==> src/rtl/bfu_pkg.sv <==
// Shared types for the bit-field unit.
// Assumes a 3-bit operation code; values outside the enum act as test.
package bfu_pkg;
    typedef enum logic [2:0] {
        BF_TEST = 3'd0,
        BF_CLR  = 3'd1,
        BF_SET  = 3'd2,
        BF_EXTZ = 3'd3,
        BF_EXTS = 3'd4
    } bf_op_e;
endpackage

==> src/rtl/bfu_desc_mux.sv <==
// Selects the field width code and offset from either the immediates or
// the packed descriptor word (offset in the low IDX_W bits, width code above).
// Assumes both descriptor sources are valid in the same cycle as the strobe.
module bfu_desc_mux #(
    parameter int IDX_W = 5
) (
    input  logic               use_desc_i,
    input  logic [IDX_W-1:0]   imm_width_i,
    input  logic [IDX_W-1:0]   imm_offset_i,
    input  logic [2*IDX_W-1:0] desc_i,
    output logic [IDX_W-1:0]   width_o,
    output logic [IDX_W-1:0]   offset_o
);
    // Pick the descriptor source.
    always_comb begin
        if (use_desc_i) begin
            offset_o = desc_i[IDX_W-1:0];
            width_o  = desc_i[2*IDX_W-1:IDX_W];
        end else begin
            offset_o = imm_offset_i;
            width_o  = imm_width_i;
        end
    end
endmodule

==> src/rtl/bfu_mask_gen.sv <==
// Builds the field mask from a width code and an offset. A width code of 0
// stands for the full word. Field bits above the word are dropped. It also
// gives the bit position of the highest field bit that survives truncation.
// Assumes DATA_W is a power of two and IDX_W = log2(DATA_W).
module bfu_mask_gen #(
    parameter int DATA_W = 32,
    parameter int IDX_W  = 5
) (
    input  logic [IDX_W-1:0]  width_i,
    input  logic [IDX_W-1:0]  offset_i,
    output logic [DATA_W-1:0] mask_o,
    output logic [IDX_W-1:0]  top_o
);
    localparam int CNT_W  = IDX_W + 1;
    localparam int SPAN_W = IDX_W + 2;

    logic [CNT_W-1:0]  eff_w;
    logic [DATA_W-1:0] ones_low;
    logic [SPAN_W-1:0] span;

    // Effective width 1..DATA_W; code 0 maps to DATA_W.
    assign eff_w = (width_i == '0) ? CNT_W'(DATA_W) : {1'b0, width_i};

    // Right-aligned run of eff_w ones, then moved to the offset.
    assign ones_low = {DATA_W{1'b1}} >> (CNT_W'(DATA_W) - eff_w);
    assign mask_o   = ones_low << offset_i;

    // Highest surviving field bit, clamped to the word's top bit.
    assign span  = SPAN_W'(offset_i) + SPAN_W'(eff_w);
    assign top_o = (span > SPAN_W'(DATA_W)) ? IDX_W'(DATA_W - 1)
                                            : IDX_W'(span - SPAN_W'(1));
endmodule

==> src/rtl/bfu_field_core.sv <==
// Combinational field operations: test, clear, set, zero-filled extract and
// sign-filled extract. The zero flag reflects the incoming field bits.
// Assumes mask_i is a contiguous run starting at offset_i, and top_i is its
// highest bit.
module bfu_field_core #(
    parameter int DATA_W = 32,
    parameter int IDX_W  = 5
) (
    input  logic [2:0]        op_i,
    input  logic [DATA_W-1:0] operand_i,
    input  logic [DATA_W-1:0] mask_i,
    input  logic [IDX_W-1:0]  offset_i,
    input  logic [IDX_W-1:0]  top_i,
    output logic [DATA_W-1:0] result_o,
    output logic              zero_o
);
    import bfu_pkg::*;

    logic [DATA_W-1:0] in_field;
    logic [DATA_W-1:0] field_lo;
    logic [DATA_W-1:0] span_lo;
    logic [DATA_W-1:0] ext_signed;
    logic              sign_bit;

    // Isolate the field and move it down to bit 0.
    assign in_field = operand_i & mask_i;
    assign field_lo = in_field >> offset_i;
    assign span_lo  = mask_i >> offset_i;

    // Fill above the field with its top bit.
    assign sign_bit   = operand_i[top_i];
    assign ext_signed = field_lo | (sign_bit ? ~span_lo : '0);

    // The flag always comes from the incoming field bits.
    assign zero_o = (in_field == '0);

    // Result selection by operation; unknown codes behave as test.
    always_comb begin
        case (bf_op_e'(op_i))
            BF_CLR:  result_o = operand_i & ~mask_i;
            BF_SET:  result_o = operand_i | mask_i;
            BF_EXTZ: result_o = field_lo;
            BF_EXTS: result_o = ext_signed;
            default: result_o = operand_i;
        endcase
    end
endmodule

==> src/rtl/bitfield_unit.sv <==
// Top of the bit-field unit: descriptor select, mask generation, field
// operation and one output register stage. The result and the flag update
// only on a strobe. A synchronous active-low reset clears them.
// Assumes inputs are stable around the rising clock edge.
module bitfield_unit #(
    parameter int DATA_W = 32,
    parameter int IDX_W  = $clog2(DATA_W)
) (
    input  logic               clk,
    input  logic               rst_n,
    input  logic               in_valid,
    input  logic [2:0]         op,
    input  logic [DATA_W-1:0]  operand,
    input  logic               desc_sel,
    input  logic [IDX_W-1:0]   imm_width,
    input  logic [IDX_W-1:0]   imm_offset,
    input  logic [2*IDX_W-1:0] field_desc,
    output logic               out_valid,
    output logic [DATA_W-1:0]  result,
    output logic               zero_flag
);
    import bfu_pkg::*;

    logic [IDX_W-1:0]  sel_width;
    logic [IDX_W-1:0]  sel_offset;
    logic [IDX_W-1:0]  top_pos;
    logic [DATA_W-1:0] fld_mask;
    logic [DATA_W-1:0] core_result;
    logic              core_zero;

    bfu_desc_mux #(.IDX_W(IDX_W)) u_desc (
        .use_desc_i   (desc_sel),
        .imm_width_i  (imm_width),
        .imm_offset_i (imm_offset),
        .desc_i       (field_desc),
        .width_o      (sel_width),
        .offset_o     (sel_offset)
    );

    bfu_mask_gen #(.DATA_W(DATA_W), .IDX_W(IDX_W)) u_mask (
        .width_i  (sel_width),
        .offset_i (sel_offset),
        .mask_o   (fld_mask),
        .top_o    (top_pos)
    );

    bfu_field_core #(.DATA_W(DATA_W), .IDX_W(IDX_W)) u_core (
        .op_i      (op),
        .operand_i (operand),
        .mask_i    (fld_mask),
        .offset_i  (sel_offset),
        .top_i     (top_pos),
        .result_o  (core_result),
        .zero_o    (core_zero)
    );

    // Output stage: valid follows the strobe; data loads only on a strobe.
    always_ff @(posedge clk) begin
        if (!rst_n) begin
            out_valid <= 1'b0;
            result    <= '0;
            zero_flag <= 1'b0;
        end else begin
            out_valid <= in_valid;
            if (in_valid) begin
                result    <= core_result;
                zero_flag <= core_zero;
            end
        end
    end


    valid_rise_chk: assert property (@(posedge clk) disable iff (!rst_n)
        in_valid |=> out_valid);

    valid_idle_chk: assert property (@(posedge clk) disable iff (!rst_n)
        !in_valid |=> !out_valid);

    hold_chk: assert property (@(posedge clk) disable iff (!rst_n)
        !in_valid |=> ($stable(result) && $stable(zero_flag)));

    test_pass_chk: assert property (@(posedge clk) disable iff (!rst_n)
        (in_valid && op == 3'd0) |=> (result == $past(operand)));

    clear_no_raise_chk: assert property (@(posedge clk) disable iff (!rst_n)
        (in_valid && op == 3'd1) |=> ((result & ~$past(operand)) == '0));

    set_no_drop_chk: assert property (@(posedge clk) disable iff (!rst_n)
        (in_valid && op == 3'd2) |=> ((result & $past(operand)) == $past(operand)));

    extz_flag_chk: assert property (@(posedge clk) disable iff (!rst_n)
        (in_valid && op == 3'd3) |=> (zero_flag == (result == '0)));

    mask_offset_chk: assert property (@(posedge clk) disable iff (!rst_n)
        in_valid |-> fld_mask[sel_offset]);
endmodule

==> config.mk <==
export PLATFORM = sky130hd
export DESIGN_NAME = bitfield_unit
export DESIGN_NICKNAME = d
export VERILOG_FILES = /design/src/rtl/bfu_pkg.sv /design/src/rtl/bfu_desc_mux.sv /design/src/rtl/bfu_mask_gen.sv /design/src/rtl/bfu_field_core.sv /design/src/rtl/bitfield_unit.sv
export SDC_FILE = /design/constraint.sdc
export NUM_CORES = 1
export LEC_CHECK = 0
export ABC_AREA = 1
export BUFFER_PORTS_ARGS = -buffer_cell sky130_fd_sc_hd__buf_2
export CORE_MARGIN = 1.5
export CORE_UTILIZATION = 40
export CTS_BUF_LIST = sky130_fd_sc_hd__clkbuf_4
export DETAILED_ROUTE_END_ITERATION = 16
export PLACE_DENSITY_LB_ADDON = 0.08
export SLEW_MARGIN = 20
export SYNTH_ARGS = -nofsm -noshare
export SYNTH_HDL_FRONTEND = slang
export SYNTH_SLANG_ARGS = --single-unit
==> constraint.sdc <==
create_clock -name clk -period 5.27 [get_ports clk]
set_input_delay 0.2635 -clock clk [delete_from_list [all_inputs] [get_ports clk]]
set_output_delay 0.2635 -clock clk [all_outputs]
set_load 0.01 [all_outputs]
==> implementation parameters <==
Parameter                              Value

Floorplanning
  Area of the core    21,800 µm²
  Area enclosed by the die boundary    about 23,000 µm²
  Overall die height    152 µm
  Effective utilization at floorplan    between 40% and 50%
  IO Count    between 90 and 100
  Horizontal extent of the die    152 µm
  # rows    54

Worst hold path
  Worst hold endpoint    out_valid$_SDFF_PN0_
  Class of the tightest hold or removal check    in2reg
  Start point of the worst min-delay path    rst_n
  Cells on Worst Hold Path    3

Critical path
  Critical path fanouts, max    11
  Cell with the biggest individual delay on the critical path    fa_1
  Crit path largest cell delay    570 ps
  Signal arrival time at the worst endpoint    around 5000 ps
  End of the worst register-to-register path    result[9]$_SDFFE_PN0P_
  Number of cell instances on the worst register-to-register path    2
  Startpoint type of the worst setup path    input port
  Flop2flop setup slack    4510 ps
  Reg-to-reg critical path startpoint    result[9]$_SDFFE_PN0P_
  Worst setup path class    in2reg
  Top cell by count, worst path    nand2_1
  Critical Path End Type    flip-flop
  Worst Path Required    around 5500 ps

Synth
  Most instantiated flip-flop cell in the synthesis netlist    dfxtp_1
  Fraction of the mapped netlist area in simple logic gates    65.0%
  Post-synthesis cell area    roughly 8800 µm²
  Number of warnings printed during yosys synthesis    0
  Mean instance size in the synthesized netlist    5.21 µm²
  Number of flops mapped to enable cells by yosys    0
  Post-synthesis mux area share    0%
  Syn Inst Count    ~1,700
  Post-Syn Nets    1,766
  Xor and xnor fraction of the mapped netlist area    0.496%
  Fraction of synthesis flops using an asynchronous set or reset pin    0%
  Dominant combinational cell family by area after synthesis    simple AND/OR/NAND/NOR gates
  Register bit count reported by yosys    34
  Distinct cell type count after synthesis    44
  Area fraction in compound gates after synthesis    between 10% and 20%
  Fraction of the yosys area taken by sequential cells    7.71%
  Post-Synth Adder-Cell Area    between 1.5 and 2%

Power and ir drop
  Power after layout    approximately 2 mW
  Maximum VDD drop    0.0904 mV
  Leak Pwr    approximately 4.4 nW
  Power per cell area    around 220 nW/µm²

Clocking
  Number of buffers on the longest clock path    2
  TritonCTS clock tree    yes
  Post-CTS setup-driven buffer insertion count    0
  Later-pin clock latency in the skew report    370 ps
  Hold-fix buffers, CTS    0
  CTS clock-pin slew for the worst setup and hold paths    roughly 110 ps
  Clock Sink Count    34
  H-tree depth    2
  Number of clock buffers inserted by TritonCTS    5
  Master cell of the clock root buffer    clkbuf_4

STA
  Setup Viol. Count Final    0
  Unrepaired setup endpoints after global routing    false
  Actual transition at the worst max-transition pin    1030 ps
  Post-route worst setup slack    513 ps
  Clk_skew    0 ps
  Achievable clock frequency    between 0.2 and 0.25 GHz
  Final cycle utilization of the critical path    roughly 90%
  Number of pins exceeding their max-slew limit in the final report    0
  Final-report hold violation count    0
  Max-slew headroom at the worst pin    30.8%
  Smallest hold slack    about 200 ps
  Fin crit period    approximately 4800 ps
  Sum Neg Setup Slack    0 ps

Finish
  Filler Cell Count    2,559
  Area of combinational cells with multiple inputs    7300 µm²
  Register area    between 600 and 700 µm²
  Final core utilization    43.6%
  Post-synthesis to final-layout area growth    7.33%
  Non-filler instance count after layout    1,989
  Final design instance area without fill    approximately 9500 µm²
  Number of antenna diodes    0
  Final-stage net count    around 1,800
  Most common cell after layout, fill and taps aside    nand3_1
  Most frequent cells in the layout    nand3_1, nand2_1, a21oi_1
  Layout cell share with drive strength beyond 1    13.6%

GRT
  Via count of the first global-routing pass    roughly 11,000
  First-pass GRT wire length    between 70 and 80 mm
  Antenna violations before repair    0
  Gr ovfl total    0
  Overall track demand over capacity in global routing    between 40% and 50%
  Largest net degree at the start of global routing    67

Place
  Cell count after placement    1,982
  Number of I/O port buffers    slightly above 90
  Gpl congestion    1.07
  Pre-CTS WS    173 ps
  Placed Area    9400 µm²
  Half-perimeter wire length of the detailed placement result    approximately 36 mm

Detailed routing
  Via count of the routed design    12,900
  Metal1 wirelength    19.4 mm
  Wire length on met3    ~6.7 mm
  Met2 WL post-DR    roughly 19 mm
  DRC Markers    0
  Post-route ant nets    0
  Top sig layer    met4
  Per-cell via count in the routed design    6.50
  Detailed-route wire length per cell    between 20 and 25 µm
  Detailed-routing iteration count for the pre-antenna-repair pass    9
  Drt total wl    48.0 mm
  Number of DRC violations after detailed-routing iteration 0    2,050

Outcome
  Status    finished, final reports clean

Run
  Count of max-cap constraint violations    0
==> report_power, final <==
part           internal, mW  switching (mW)  total [mW]
Clock                0.0960          0.0962       0.192
Combinational         0.437            1.14        1.57
Sequential            0.279          0.0137       0.293
==> cell families (layout without fill, tap and decap cells) <==
group,after synthesis,after routing
XOR/XNOR,5,5
adder cells (fa/ha/maj),11,11
AO/OA/AOI/OAI,231,231
AND/OR/NAND/NOR,1200,1200
buffers and inverters,215,228
flip-flops,34,34
==> worst max-delay path, delay by kind of cell <==
family / cells / cell delay, ps
AOI/OAI and AO/OA: 4 / 830
adders and majority gates: 4 / 1230
buffers and inverters: 6 / 740
and+or+nand+nor: 17 / 1870
==> timing repair <==
action / CTS / global route
endpoints found under the setup margin: 0 / 1
endpoints found under the hold margin: 0 / 0
gates resized for setup: 0 / 1
==> state kept, by name (all words and copies together), names as in the netlist <==
| name | count |
|---|---|
| result | 32 |
| out_valid | 1 |
| zero_flag | 1 |
==> synth_stat cells, drive strengths merged, types with 2 or more instances <==
| cell | n | area [µm²] |
|---|---|---|
| nand3 | 587 | 3070 |
| nand2 | 452 | 1820 |
| a21oi | 102 | 522 |
| inv | 91 | 342 |
| nor2 | 87 | 389 |
| o21ai | 81 | 413 |
| buf | 80 | 398 |
| nand4 | 55 | 350 |
| clkbuf | 40 | 150 |
| dfxtp | 34 | 681 |
| o211ai | 27 | 203 |
| ha | 10 | 125 |
| nor3 | 9 | 45.0 |
| or2 | 6 | 37.5 |
| clkinv | 4 | 15.0 |
| o2111ai | 4 | 35.0 |
| xor2 | 4 | 35.0 |
| a221oi | 3 | 26.3 |
| nand3b | 3 | 22.5 |
| o21a | 3 | 22.5 |
| a21boi | 2 | 15.0 |
| a311oi | 2 | 17.5 |
| a32oi | 2 | 17.5 |
| o21bai | 2 | 26.3 |
| o31ai | 2 | 15.0 |
==> cell type report <==
cell class              count  share of cell area, %
well taps                 280                   3.70
inverters                  95                   3.80
clock inverters             2                  0.356
flip-flops and latches     34                   7.18
clock buffers               5                  0.396
multi-input cells        1447                   77.0
repair buffers            126                   7.55
==> worst max-delay path by stage <==
stage | startpoint | end | slack (ps)
6_report | desc_sel | result[5]$_SDFFE_PN0P_ | 510
5_1_grt | desc_sel | result[5]$_SDFFE_PN0P_ | 80
4_1_cts | desc_sel | result[29]$_SDFFE_PN0P_ | 510
3_5_place_dp | desc_sel | result[29]$_SDFFE_PN0P_ | 170
3_3_place_gp | desc_sel | result[29]$_SDFFE_PN0P_ | 320
2_1_floorplan | desc_sel | result[7]$_SDFFE_PN0P_ | 1010
==> layer usage <==
metal  vias up  GRT usage (%)
met2       993           59.0
met3       152           10.7
met1      5841           57.1
met5         -              0
li1       5941              -
met4         0           19.6
(Power assumes the default switching activity.)
